--- src/rtl/cp0_gate_pkg.sv ---
package cp0_gate_pkg;

    typedef enum logic [1:0] {
        ST_RUN     = 2'd0,
        ST_GEN_VEC = 2'd1,
        ST_RST_VEC = 2'd2
    } vec_state_e;

    localparam logic [31:0] CODE_KEEP = 32'hFFFF_FF83;  // zeros bits 6:2
    localparam logic [31:0] IRQ_FIELD = 32'h0000_FF00;
    localparam logic [31:0] MODE_CLR  = 32'h0038_0000;  // bits 21:19
    localparam logic [31:0] NMI_SET   = 32'h0050_0004;
    localparam int          BIT_EXT   = 10;
    localparam int          BIT_HW2   = 12;
    localparam int          BIT_CMP   = 15;
    localparam int          BIT_EXL   = 1;
    localparam int          BIT_BD    = 31;

endpackage

--- src/rtl/cp0_cause_merge.sv ---
module cp0_cause_merge
    import cp0_gate_pkg::*;
#(
    parameter int IRQ_W = 8
) (
    input  logic [31:0]      cause_in,
    input  logic [IRQ_W-1:0] ext_pend,
    input  logic [IRQ_W-1:0] ext_mask,
    input  logic             cmp_hit,
    output logic [31:0]      cause_out
);
    logic ext_hit;

    always_comb begin
        ext_hit   = |(ext_pend & ext_mask);
        cause_out = cause_in;
        if (ext_hit) begin
            cause_out = (cause_out | (32'd1 << BIT_EXT)) & CODE_KEEP;
        end else begin
            cause_out[BIT_EXT] = 1'b0;
        end
        if (cmp_hit) begin
            cause_out = (cause_out | (32'd1 << BIT_CMP)) & CODE_KEEP;
        end
    end

endmodule

--- src/rtl/cp0_take_check.sv ---
module cp0_take_check
    import cp0_gate_pkg::*;
(
    input  logic [31:0] status_in,
    input  logic [31:0] cause_in,
    output logic        take
);
    logic mode_ok;
    logic irq_ok;

    always_comb begin
        mode_ok = (status_in[2:0] == 3'b001);
        irq_ok  = |(status_in & cause_in & IRQ_FIELD);
        take    = mode_ok && irq_ok;
    end

endmodule

--- src/rtl/cp0_irq_gate.sv ---
module cp0_irq_gate
    import cp0_gate_pkg::*;
#(
    parameter int          IRQ_W   = 8,
    parameter logic [31:0] GEN_VEC = 32'h8000_0180,
    parameter logic [31:0] RST_VEC = 32'hA400_0040
) (
    input  logic             clk,
    input  logic             rst_n,
    input  logic             wr_en,
    input  logic             wr_sel,
    input  logic [31:0]      wr_data,
    input  logic [IRQ_W-1:0] ext_pend,
    input  logic [IRQ_W-1:0] ext_mask,
    input  logic             cmp_evt,
    input  logic             cmp_en,
    input  logic             hw2_evt,
    input  logic             nmi_evt,
    input  logic [31:0]      cur_pc,
    input  logic             in_delay_slot,
    output logic [31:0]      status,
    output logic [31:0]      cause,
    output logic [31:0]      epc,
    output logic [31:0]      error_epc,
    output logic             redirect_valid,
    output logic [31:0]      redirect_pc
);
    localparam logic [31:0] SLOT_STEP = 32'd4;

    vec_state_e  state_q, state_d;
    logic [31:0] status_q, cause_q, epc_q, eepc_q;
    logic [31:0] status_d, cause_d, epc_d, eepc_d;
    logic [31:0] st_w, ca_w, ca_m;
    logic        take_cond;

    // Software write comes first
    always_comb begin
        st_w = status_q;
        ca_w = cause_q;
        if (wr_en && !wr_sel) st_w = wr_data;
        if (wr_en &&  wr_sel) ca_w = wr_data;
    end

    cp0_cause_merge #(.IRQ_W(IRQ_W)) u_merge (
        .cause_in  (ca_w),
        .ext_pend  (ext_pend),
        .ext_mask  (ext_mask),
        .cmp_hit   (cmp_evt && cmp_en),
        .cause_out (ca_m)
    );

    cp0_take_check u_take (
        .status_in (st_w),
        .cause_in  (ca_m),
        .take      (take_cond)
    );

    // Next-state and register updates
    always_comb begin
        status_d = st_w;
        cause_d  = ca_m;
        epc_d    = epc_q;
        eepc_d   = eepc_q;
        state_d  = ST_RUN;
        if (nmi_evt) begin
            status_d = (st_w & ~MODE_CLR) | NMI_SET;
            cause_d  = 32'd0;
            eepc_d   = in_delay_slot ? (cur_pc - SLOT_STEP) : cur_pc;
            state_d  = ST_RST_VEC;
        end else begin
            if (hw2_evt) begin
                status_d = (st_w & ~MODE_CLR) | (32'd1 << BIT_HW2);
                cause_d  = (ca_m | (32'd1 << BIT_HW2)) & CODE_KEEP;
            end
            if (hw2_evt || take_cond) begin
                epc_d             = cur_pc;
                status_d[BIT_EXL] = 1'b1;
                cause_d[BIT_BD]   = 1'b0;
                state_d           = ST_GEN_VEC;
            end
        end
    end

    // State register
    always_ff @(posedge clk) begin
        if (!rst_n) begin
            state_q  <= ST_RUN;
            status_q <= 32'd0;
            cause_q  <= 32'd0;
            epc_q    <= 32'd0;
            eepc_q   <= 32'd0;
        end else begin
            state_q  <= state_d;
            status_q <= status_d;
            cause_q  <= cause_d;
            epc_q    <= epc_d;
            eepc_q   <= eepc_d;
        end
    end

    // Outputs
    always_comb begin
        redirect_valid = 1'b0;
        redirect_pc    = 32'd0;
        unique case (state_q)
            ST_RUN: ;
            ST_GEN_VEC: begin
                redirect_valid = 1'b1;
                redirect_pc    = GEN_VEC;
            end
            ST_RST_VEC: begin
                redirect_valid = 1'b1;
                redirect_pc    = RST_VEC;
            end
            default: ;
        endcase
        status    = status_q;
        cause     = cause_q;
        epc       = epc_q;
        error_epc = eepc_q;
    end

    a_r3_ext_sets_bit: assert property (@(posedge clk) disable iff (!rst_n)
        ((|(ext_pend & ext_mask)) && !nmi_evt) |=> cause[BIT_EXT]);

    a_r9_nmi_vector: assert property (@(posedge clk) disable iff (!rst_n)
        nmi_evt |=> (redirect_valid && redirect_pc == RST_VEC && cause == 32'd0));

    a_r8_hw2_bits: assert property (@(posedge clk) disable iff (!rst_n)
        (hw2_evt && !nmi_evt) |=> (status[BIT_HW2] && cause[BIT_HW2]
                                   && status[21:19] == 3'b000
                                   && redirect_pc == GEN_VEC));

    a_r7_exl_on_vector: assert property (@(posedge clk) disable iff (!rst_n)
        (redirect_valid && redirect_pc == GEN_VEC) |-> (status[BIT_EXL] && !cause[BIT_BD]));

    a_r11_quiet_run: assert property (@(posedge clk) disable iff (!rst_n)
        (!nmi_evt && !hw2_evt && status[BIT_EXL] && !(wr_en && !wr_sel)) |=> !redirect_valid);

endmodule

--- config.mk ---
export PLATFORM = sky130hd
export DESIGN_NAME = cp0_irq_gate
export DESIGN_NICKNAME = d
export VERILOG_FILES = /design/src/rtl/cp0_gate_pkg.sv /design/src/rtl/cp0_cause_merge.sv /design/src/rtl/cp0_take_check.sv /design/src/rtl/cp0_irq_gate.sv
export SDC_FILE = /design/constraint.sdc
export NUM_CORES = 1
export LEC_CHECK = 0
export ABC_CLOCK_PERIOD_IN_PS = 6000
export BUFFER_PORTS_ARGS = -buffer_cell sky130_fd_sc_hd__clkbuf_2
export CAP_MARGIN = 10
export CORE_MARGIN = 5
export CORE_UTILIZATION = 45
export DETAILED_ROUTE_END_ITERATION = 6
export PLACE_DENSITY = 0.77
export SYNTH_ARGS = -nofsm -noshare
export SYNTH_HDL_FRONTEND = slang
export SYNTH_SLANG_ARGS = --single-unit
export TNS_END_PERCENT = 50
--- constraint.sdc ---
create_clock -name clk -period 6 [get_ports clk]
set_input_delay 1.2 -clock clk [delete_from_list [all_inputs] [get_ports clk]]
set_output_delay 1.2 -clock clk [all_outputs]
set_load 0.01 [all_outputs]
==> out/metrics.cfg, run 1 <==
[outcome]
run_status = completed

[worst_setup_path]
timing.critical_path.from_type = input pin
worstPathRequired_ps = 6250
buffers_and_inverters_on_the_worst_path = 1
critical_path.max_fanout = 33
crit_type = in -> reg
path_cells = clkbuf_2, and2_1, a22o_1, a32o_1, or4_1, o31a_2, mux2i_1
critPathTopFamily = compound AO/OA/AOI/OAI gates
timing.critical_path.slowest_cell_delay_ps = 650
timing.reg2reg.setup_slack_ps = 3500
critPathArrivalTime_ps = 3540
end_kind = register
master_of_the_slowest_instance_on_the_critical_path = sky130_fd_sc_hd__o31a_2
number_of_gates_on_the_worst_path_with_buffers_counted = 7
worst_r2r_path_depth = 6

[logic_synthesis]
number_of_distinct_library_cell_variants_in_the_gate_level_netlist_after_synthesis = 47
post_synth.cell_area_avg_um2 = 8.15
synth-async-reset-ratio_pct = 0
synth_edf_count = 0
synth_top_flop_cell = sky130_fd_sc_hd__dfxtp_1
syn_inst = 694
synth.yosys.seq_area_share_pct = 46.0
ys_seq_elements = 130
synth_area_um2 = 5660
number_of_warnings_issued_by_yosys = 0

[die]
fp.dieArea_um2 = 14900
floorplan.initialDensity_pct = 45.4
rows = 41
ios = 250
die_x_extent_um = 122
die_h_um = 122
core_um2 = 12500

[timing]
final_period_minus_worst_setup_slack_ps = 3290
drv_slew = 0
setup_viol = 0
max_freq_mhz = 304
finClkSkew_ps = 8.25
slew_worst_pin_ps = 1100
timing.max_slew.rel_slack_pct = 26.6
final.period_utilization_pct = 54.8
finalHoldViolCount = 0
setup_tns_ps = 0
rsz0062_at_grt = false

[clock_network]
cts_made_buffers = 17
max-clock-path-buffers = 2
cts_repair_resize_count = 0
cts.repair_timing.setup_buffer_count = 0
clk_pin_slew_worst_paths_ps = 60
worst_skew_pair.late_latency_ps = 420
numClockSinks = 130
clock_tree.root_cell = sky130_fd_sc_hd__clkbuf_16
cts-htree-levels = 4
tritoncts_clock_tree = built
postCtsHoldBufs = 0

[finish]
final_design_area_no_fill_um2 = 7260
fraction_of_layout_cells_with_a_size_suffix_above_1_pct = 29.3
n_fill_cell = 1165
n_antenna_cell = 0
final_nets = 988
layout_common_cells = sky130_fd_sc_hd__clkbuf_2, sky130_fd_sc_hd__nand2_1, sky130_fd_sc_hd__dfxtp_1
layout_commonest_cell = sky130_fd_sc_hd__clkbuf_2
syn_to_final_growth_pct = 28.3

[hold_path]
hold_class = reg -> reg
worst_hold_path.num_cells = 2

[placement]
gpl.final_weighted_congestion = 0.844
place_hpwl_um = 11800
port_buffers = 223
postPlaceCellArea_um2 = 6720

[global_route]
global_route.usage.total_pct = 21.4
grt_remaining_overflow = 0
first_pass_grt_wire_length_um = 25200
first_global_vias = 5153
grt_antenna_before_repair = 0
grt_max_degree = 77

[routing]
vias = 5423
drt-wirelength-per-cell_um = 14.9
detail-route-antenna-nets = 0
totalWireLength_um = 16100
count_of_routing_violations_after_the_opening_detailed_route_iteration = 323
detail_route.first_pass.iterations = 6
post_drt_via_cell_ratio = 5.02
drc = 0

[power]
worst_ir_drop_vdd_v = 0.000183
cellLeakagePower_nw = 3.26
power_per_cell_area_nw_per_um2 = 292

[job]
maxCapViolations = 0

==> flip-flops by register name, summed over array words and instances, names as in the netlist, named ones only <==
| register | cells |
|---|---|
| cause | 29 |
| epc | 32 |
| error_epc | 32 |
| state_q | 2 |
| status | 25 |
==> where the power goes <==
part	total (W)	switching (W)	internal, W	leakage, nW
clock network	0.000927	0.000370	0.000557	0.263
registers	0.000932	0.0000251	0.000907	1.07
logic	0.000260	0.000159	0.000102	1.93
total	0.00212	0.000554	0.00157	3.26
==> cells by family after synthesis <==
| family | count (synthesis) | share of synthesized area (%) |
|---|---|---|
| muxes | 42 | 7.52 |
| AOI/OAI and AO/OA | 121 | 12.4 |
| and+or+nand+nor | 288 | 21.1 |
| buffers and inverters | 83 | 8.18 |
| xor gates and xnor gates | 26 | 4.02 |
| adders and majority gates | 3 | 0.663 |
| other | 1 | 0.0663 |
| DFF | 130 | 46.0 |
==> worst paths after layout <==
path / from / endpoint
setup / recovery: wr_sel / epc[4]
hold / removal: register / register
setup reg to reg: status[8] / epc[4]
hold reg to reg: register / register
==> routing by layer <==
metal  share of wire, %  GRT usage, %
met1                 40          24.6
met2                 48          35.6
met3                 10          8.40
met4                2.2          8.61
met5                  0             0
==> tightest hold or removal path: cells and delay by family (launching register included) <==
kind / cells / cell delay, ps
flops: 1 / 300
simple gates: 1 / 50
compound gates: 1 / 50
==> cells in the mapped netlist, types with 10 or more instances <==
library cell               count  area share, %
sky130_fd_sc_hd__mux2i_1      38            6.7
sky130_fd_sc_hd__inv_1        10           0.66
sky130_fd_sc_hd__o21ai_0      14            1.2
sky130_fd_sc_hd__buf_4        30            4.0
sky130_fd_sc_hd__a211oi_1     12            1.6
sky130_fd_sc_hd__a21oi_1      66            5.8
sky130_fd_sc_hd__nand2_1     209             14
sky130_fd_sc_hd__dfxtp_1     130             46
sky130_fd_sc_hd__xor2_1       15            2.3
sky130_fd_sc_hd__xnor2_1      11            1.7
sky130_fd_sc_hd__clkbuf_1     31            2.1
sky130_fd_sc_hd__nor2_1       39            2.6
==> area by class of cell <==
cell class                      count  area (µm²)  share of cell area [%]
Sequential cell                   130        2600                    35.9
Inverter                           10        37.5                   0.517
Timing Repair Buffer              231        1180                    16.2
Tap cell                          172         215                    2.97
Multi-Input combinational cell    506        2690                    37.1
Clock buffer                       23         478                    6.59
Clock inverter                      9        57.6                   0.793
==> through the flow <==
stage | utilization (%) | power, W | std cells | hold slack (ps) | worst slack, ps
floorplan | - | 0.00111 | 719 | 470 | 2740
global placement | 53.9 | 0.00121 | 1049 | 435 | 2330
detailed placement | 53.9 | 0.00121 | 1049 | 445 | 2290
CTS | 58.2 | 0.00214 | 1081 | 453 | 2730
global route | 58.2 | 0.00221 | 1081 | 471 | 2620
finish | 58.2 | 0.00212 | 1081 | 452 | 2710
Note: power is estimated with default switching activity, not from simulation.
==> run 2: changes to the inputs <==
--- a/config.mk
+++ b/config.mk
@@ -5,7 +5,7 @@
 export SDC_FILE = /design/constraint.sdc
 export NUM_CORES = 1
 export LEC_CHECK = 0
-export ABC_CLOCK_PERIOD_IN_PS = 6000
+export ABC_CLOCK_PERIOD_IN_PS = 3300
 export BUFFER_PORTS_ARGS = -buffer_cell sky130_fd_sc_hd__clkbuf_2
 export CAP_MARGIN = 10
 export CORE_MARGIN = 5
==> constraint.sdc (replaced) <==
create_clock -name clk -period 3.3 [get_ports clk]
set_input_delay 0.66 -clock clk [delete_from_list [all_inputs] [get_ports clk]]
set_output_delay 0.66 -clock clk [all_outputs]
set_load 0.01 [all_outputs]
==> run 2 against run 1 <==
Compared with the run above: clock-buffer cell count increased by 1; sequential power up 82%; wire length rose by 1.1%; utilization increased by 0.81 points; global-route usage about the same; die area did not move; clock power up 110%; worst setup slack got worse by 1900 ps; first-iteration DRC count up 2.2%; critical path depth grew 1; via count down 0.41%; largest power group is now the clock network.
==> out/metrics.cfg, run 2 (synthesized netlist as in run 1, its figures left out) <==
[global_route]
first_global_vias = 5188  ; +0.68%
first_pass_grt_wire_length_um = 25200  ; +0.22%
grt_remaining_overflow = 0  ; unchanged
grt_max_degree = 76  ; -1.3%
global_route.usage.total_pct = 21.3  ; -0.030 points
grt_antenna_before_repair = 0  ; unchanged

[placement]
place_hpwl_um = 11900  ; +0.45%
port_buffers = 223  ; unchanged
post-place-ws_ps = 436  ; -1860 ps
gpl.final_weighted_congestion = 0.885  ; +4.9%
postPlaceCellArea_um2 = 6740  ; +0.30%

[timing]
setup_viol = 0  ; unchanged
timing.max_slew.rel_slack_pct = 53.6  ; +27 points
final.period_utilization_pct = 74.3
setup_slack_ps = 848  ; -1870 ps
slew_worst_pin_ps = 696  ; -406 ps
drv_slew = 0  ; unchanged
finClkSkew_ps = 9.47  ; +1.22 ps
final_period_minus_worst_setup_slack_ps = 2450
finalHoldViolCount = 0  ; unchanged
max_freq_mhz = 408
setup_tns_ps = 0  ; unchanged
rsz0062_at_grt = false

[worst_setup_path]
timing.reg2reg.setup_slack_ps = 1020  ; -2480 ps
end_of_the_worst_register_to_register_path = epc[4]
critPathArrivalTime_ps = 2740  ; -800 ps
end_kind = register
timing.critical_path.slowest_cell_delay_ps = 520  ; -130 ps
master_of_the_slowest_instance_on_the_critical_path = sky130_fd_sc_hd__or4_1
timing.critical_path.from_type = input pin
crit_type = in -> reg
critPathTopFamily = compound AO/OA/AOI/OAI gates
critical_path.max_fanout = 33  ; unchanged
path_cells = clkbuf_2, mux2_1, a22oi_1, o22ai_1, or4_1, o31a_2, buf_12, mux2i_1
buffers_and_inverters_on_the_worst_path = 2  ; +1
worstPathRequired_ps = 3590  ; -2660 ps
worst_r2r_path_depth = 7  ; +1
regToRegStartpoint = status[8]

[hold_path]
hold_class = reg -> reg
hp_start = status[16]
worst_hold_path.num_cells = 2  ; unchanged
whs_endpoint = status[16]

[routing]
detail-route-antenna-nets = 0  ; unchanged
drc = 0  ; unchanged
detail_route.first_pass.iterations = 5  ; -1
vias = 5401  ; -0.41%
totalWireLength_um = 16300  ; +1.1%
count_of_routing_violations_after_the_opening_detailed_route_iteration = 330  ; +2.2%
post_drt_via_cell_ratio = 5.01  ; -0.22%
drt-wirelength-per-cell_um = 15.1  ; +1.3%

[die]
ios = 250  ; unchanged
rows = 41  ; unchanged
die_h_um = 122  ; unchanged
fp.dieArea_um2 = 14900  ; unchanged
core_um2 = 12500  ; unchanged
die_x_extent_um = 122  ; unchanged
floorplan.initialDensity_pct = 45.4  ; unchanged

[power]
worst_ir_drop_vdd_v = 0.000283  ; +55%
totalPowerFinal_w = 0.00414  ; +95%
power_per_cell_area_nw_per_um2 = 563  ; +93%
cellLeakagePower_nw = 3.31  ; +1.5%

[clock_network]
clock_tree.root_cell = sky130_fd_sc_hd__clkbuf_16
tritoncts_clock_tree = built
cts_made_buffers = 17  ; unchanged
cts.repair_timing.setup_buffer_count = 0  ; unchanged
max-clock-path-buffers = 2  ; unchanged
worst_skew_pair.late_latency_ps = 410  ; about the same
numClockSinks = 130  ; unchanged
cts-htree-levels = 4  ; unchanged
postCtsHoldBufs = 0  ; unchanged
clk_pin_slew_worst_paths_ps = 60  ; about the same
cts_repair_resize_count = 0  ; unchanged

[finish]
n_fill_cell = 1160  ; -0.43%
final_design_area_no_fill_um2 = 7360  ; +1.4%
layout_common_cells = sky130_fd_sc_hd__clkbuf_2, sky130_fd_sc_hd__nand2_1, sky130_fd_sc_hd__dfxtp_1
area_of_all_sequential_standard_cells_um2 = 2600  ; unchanged
layout_commonest_cell = sky130_fd_sc_hd__clkbuf_2
final_nets = 989  ; +0.10%
n_antenna_cell = 0  ; unchanged
syn_to_final_growth_pct = 30.1
fraction_of_layout_cells_with_a_size_suffix_above_1_pct = 29.1  ; -0.16 points
multiInputGateArea_um2 = 2690  ; unchanged

[outcome]
run_status = completed

[job]
maxCapViolations = 0  ; unchanged

## run 2: changes by cell type in the layout (fill, tap and decap cells not counted)
cell and delta:
sky130_fd_sc_hd__buf_12 +1, sky130_fd_sc_hd__bufinv_16 +4, sky130_fd_sc_hd__clkinvlp_4 -2, sky130_fd_sc_hd__clkbuf_8 +1, sky130_fd_sc_hd__clkinv_4 -2, sky130_fd_sc_hd__clkinv_2 -4
## run 2: power by group
group / switching, W / internal, W
Combinational: 0.000291 / 0.000187
Clock: 0.000637 / 0.00133
Sequential: 0.0000455 / 0.00165
## run 2: per-layer routing
| layer | share of wire, % | vias to the layer above | GRT usage (%) |
|---|---|---|---|
| met5 | 0 | - | 0 |
| met4 | 1.7 | 0 | 8.19 |
| met3 | 10 | 21 | 8.50 |
| met2 | 48 | 225 | 36.7 |
| met1 | 40 | 2489 | 23.6 |
| li1 | - | 2666 | - |
## run 2: worst max-delay path by stage
stage | start | endpoint | slack [ps] | cells after the start
after floorplan | wr_sel | status[1] | 580 | 10
after CTS | wr_sel | status[1] | 850 | 8
after global placement | wr_sel | status[1] | 460 | 7
final | wr_sel | epc[4] | 850 | 8
after detailed placement | wr_sel | status[1] | 440 | 8
after global routing | wr_sel | status[1] | 760 | 8
## run 2: final cells by class
class                           instances  share of cell area [%]
Multi-Input combinational cell        506                    36.6
Inverter                               10                   0.510
Tap cell                              172                    2.92
Clock inverter                          5                    1.70
Clock buffer                           24                    6.68
Timing Repair Buffer                  232                    16.3
Sequential cell                       130                    35.4
## run 2: worst register-to-register path: cells and delay by family, from the launching register on
kind                   cells  cell delay [ps]
AND/OR/NAND/NOR            1              520
multiplexers               2              490
AO/OA/AOI/OAI              3              640
buffers and inverters      1              180
flip-flops                 1              330
## run 2: per-stage QoR
| stage | hold WS (ps) | cells | util, % |
|---|---|---|---|
| global placement | 439 | 1050 | 54.1 |
| detailed placement | 446 | 1050 | 54.1 |
| finish | 451 | 1079 | 59.0 |
| floorplan | 470 | 719 | - |
| global route | 465 | 1079 | 59.0 |
| CTS | 453 | 1079 | 59.0 |
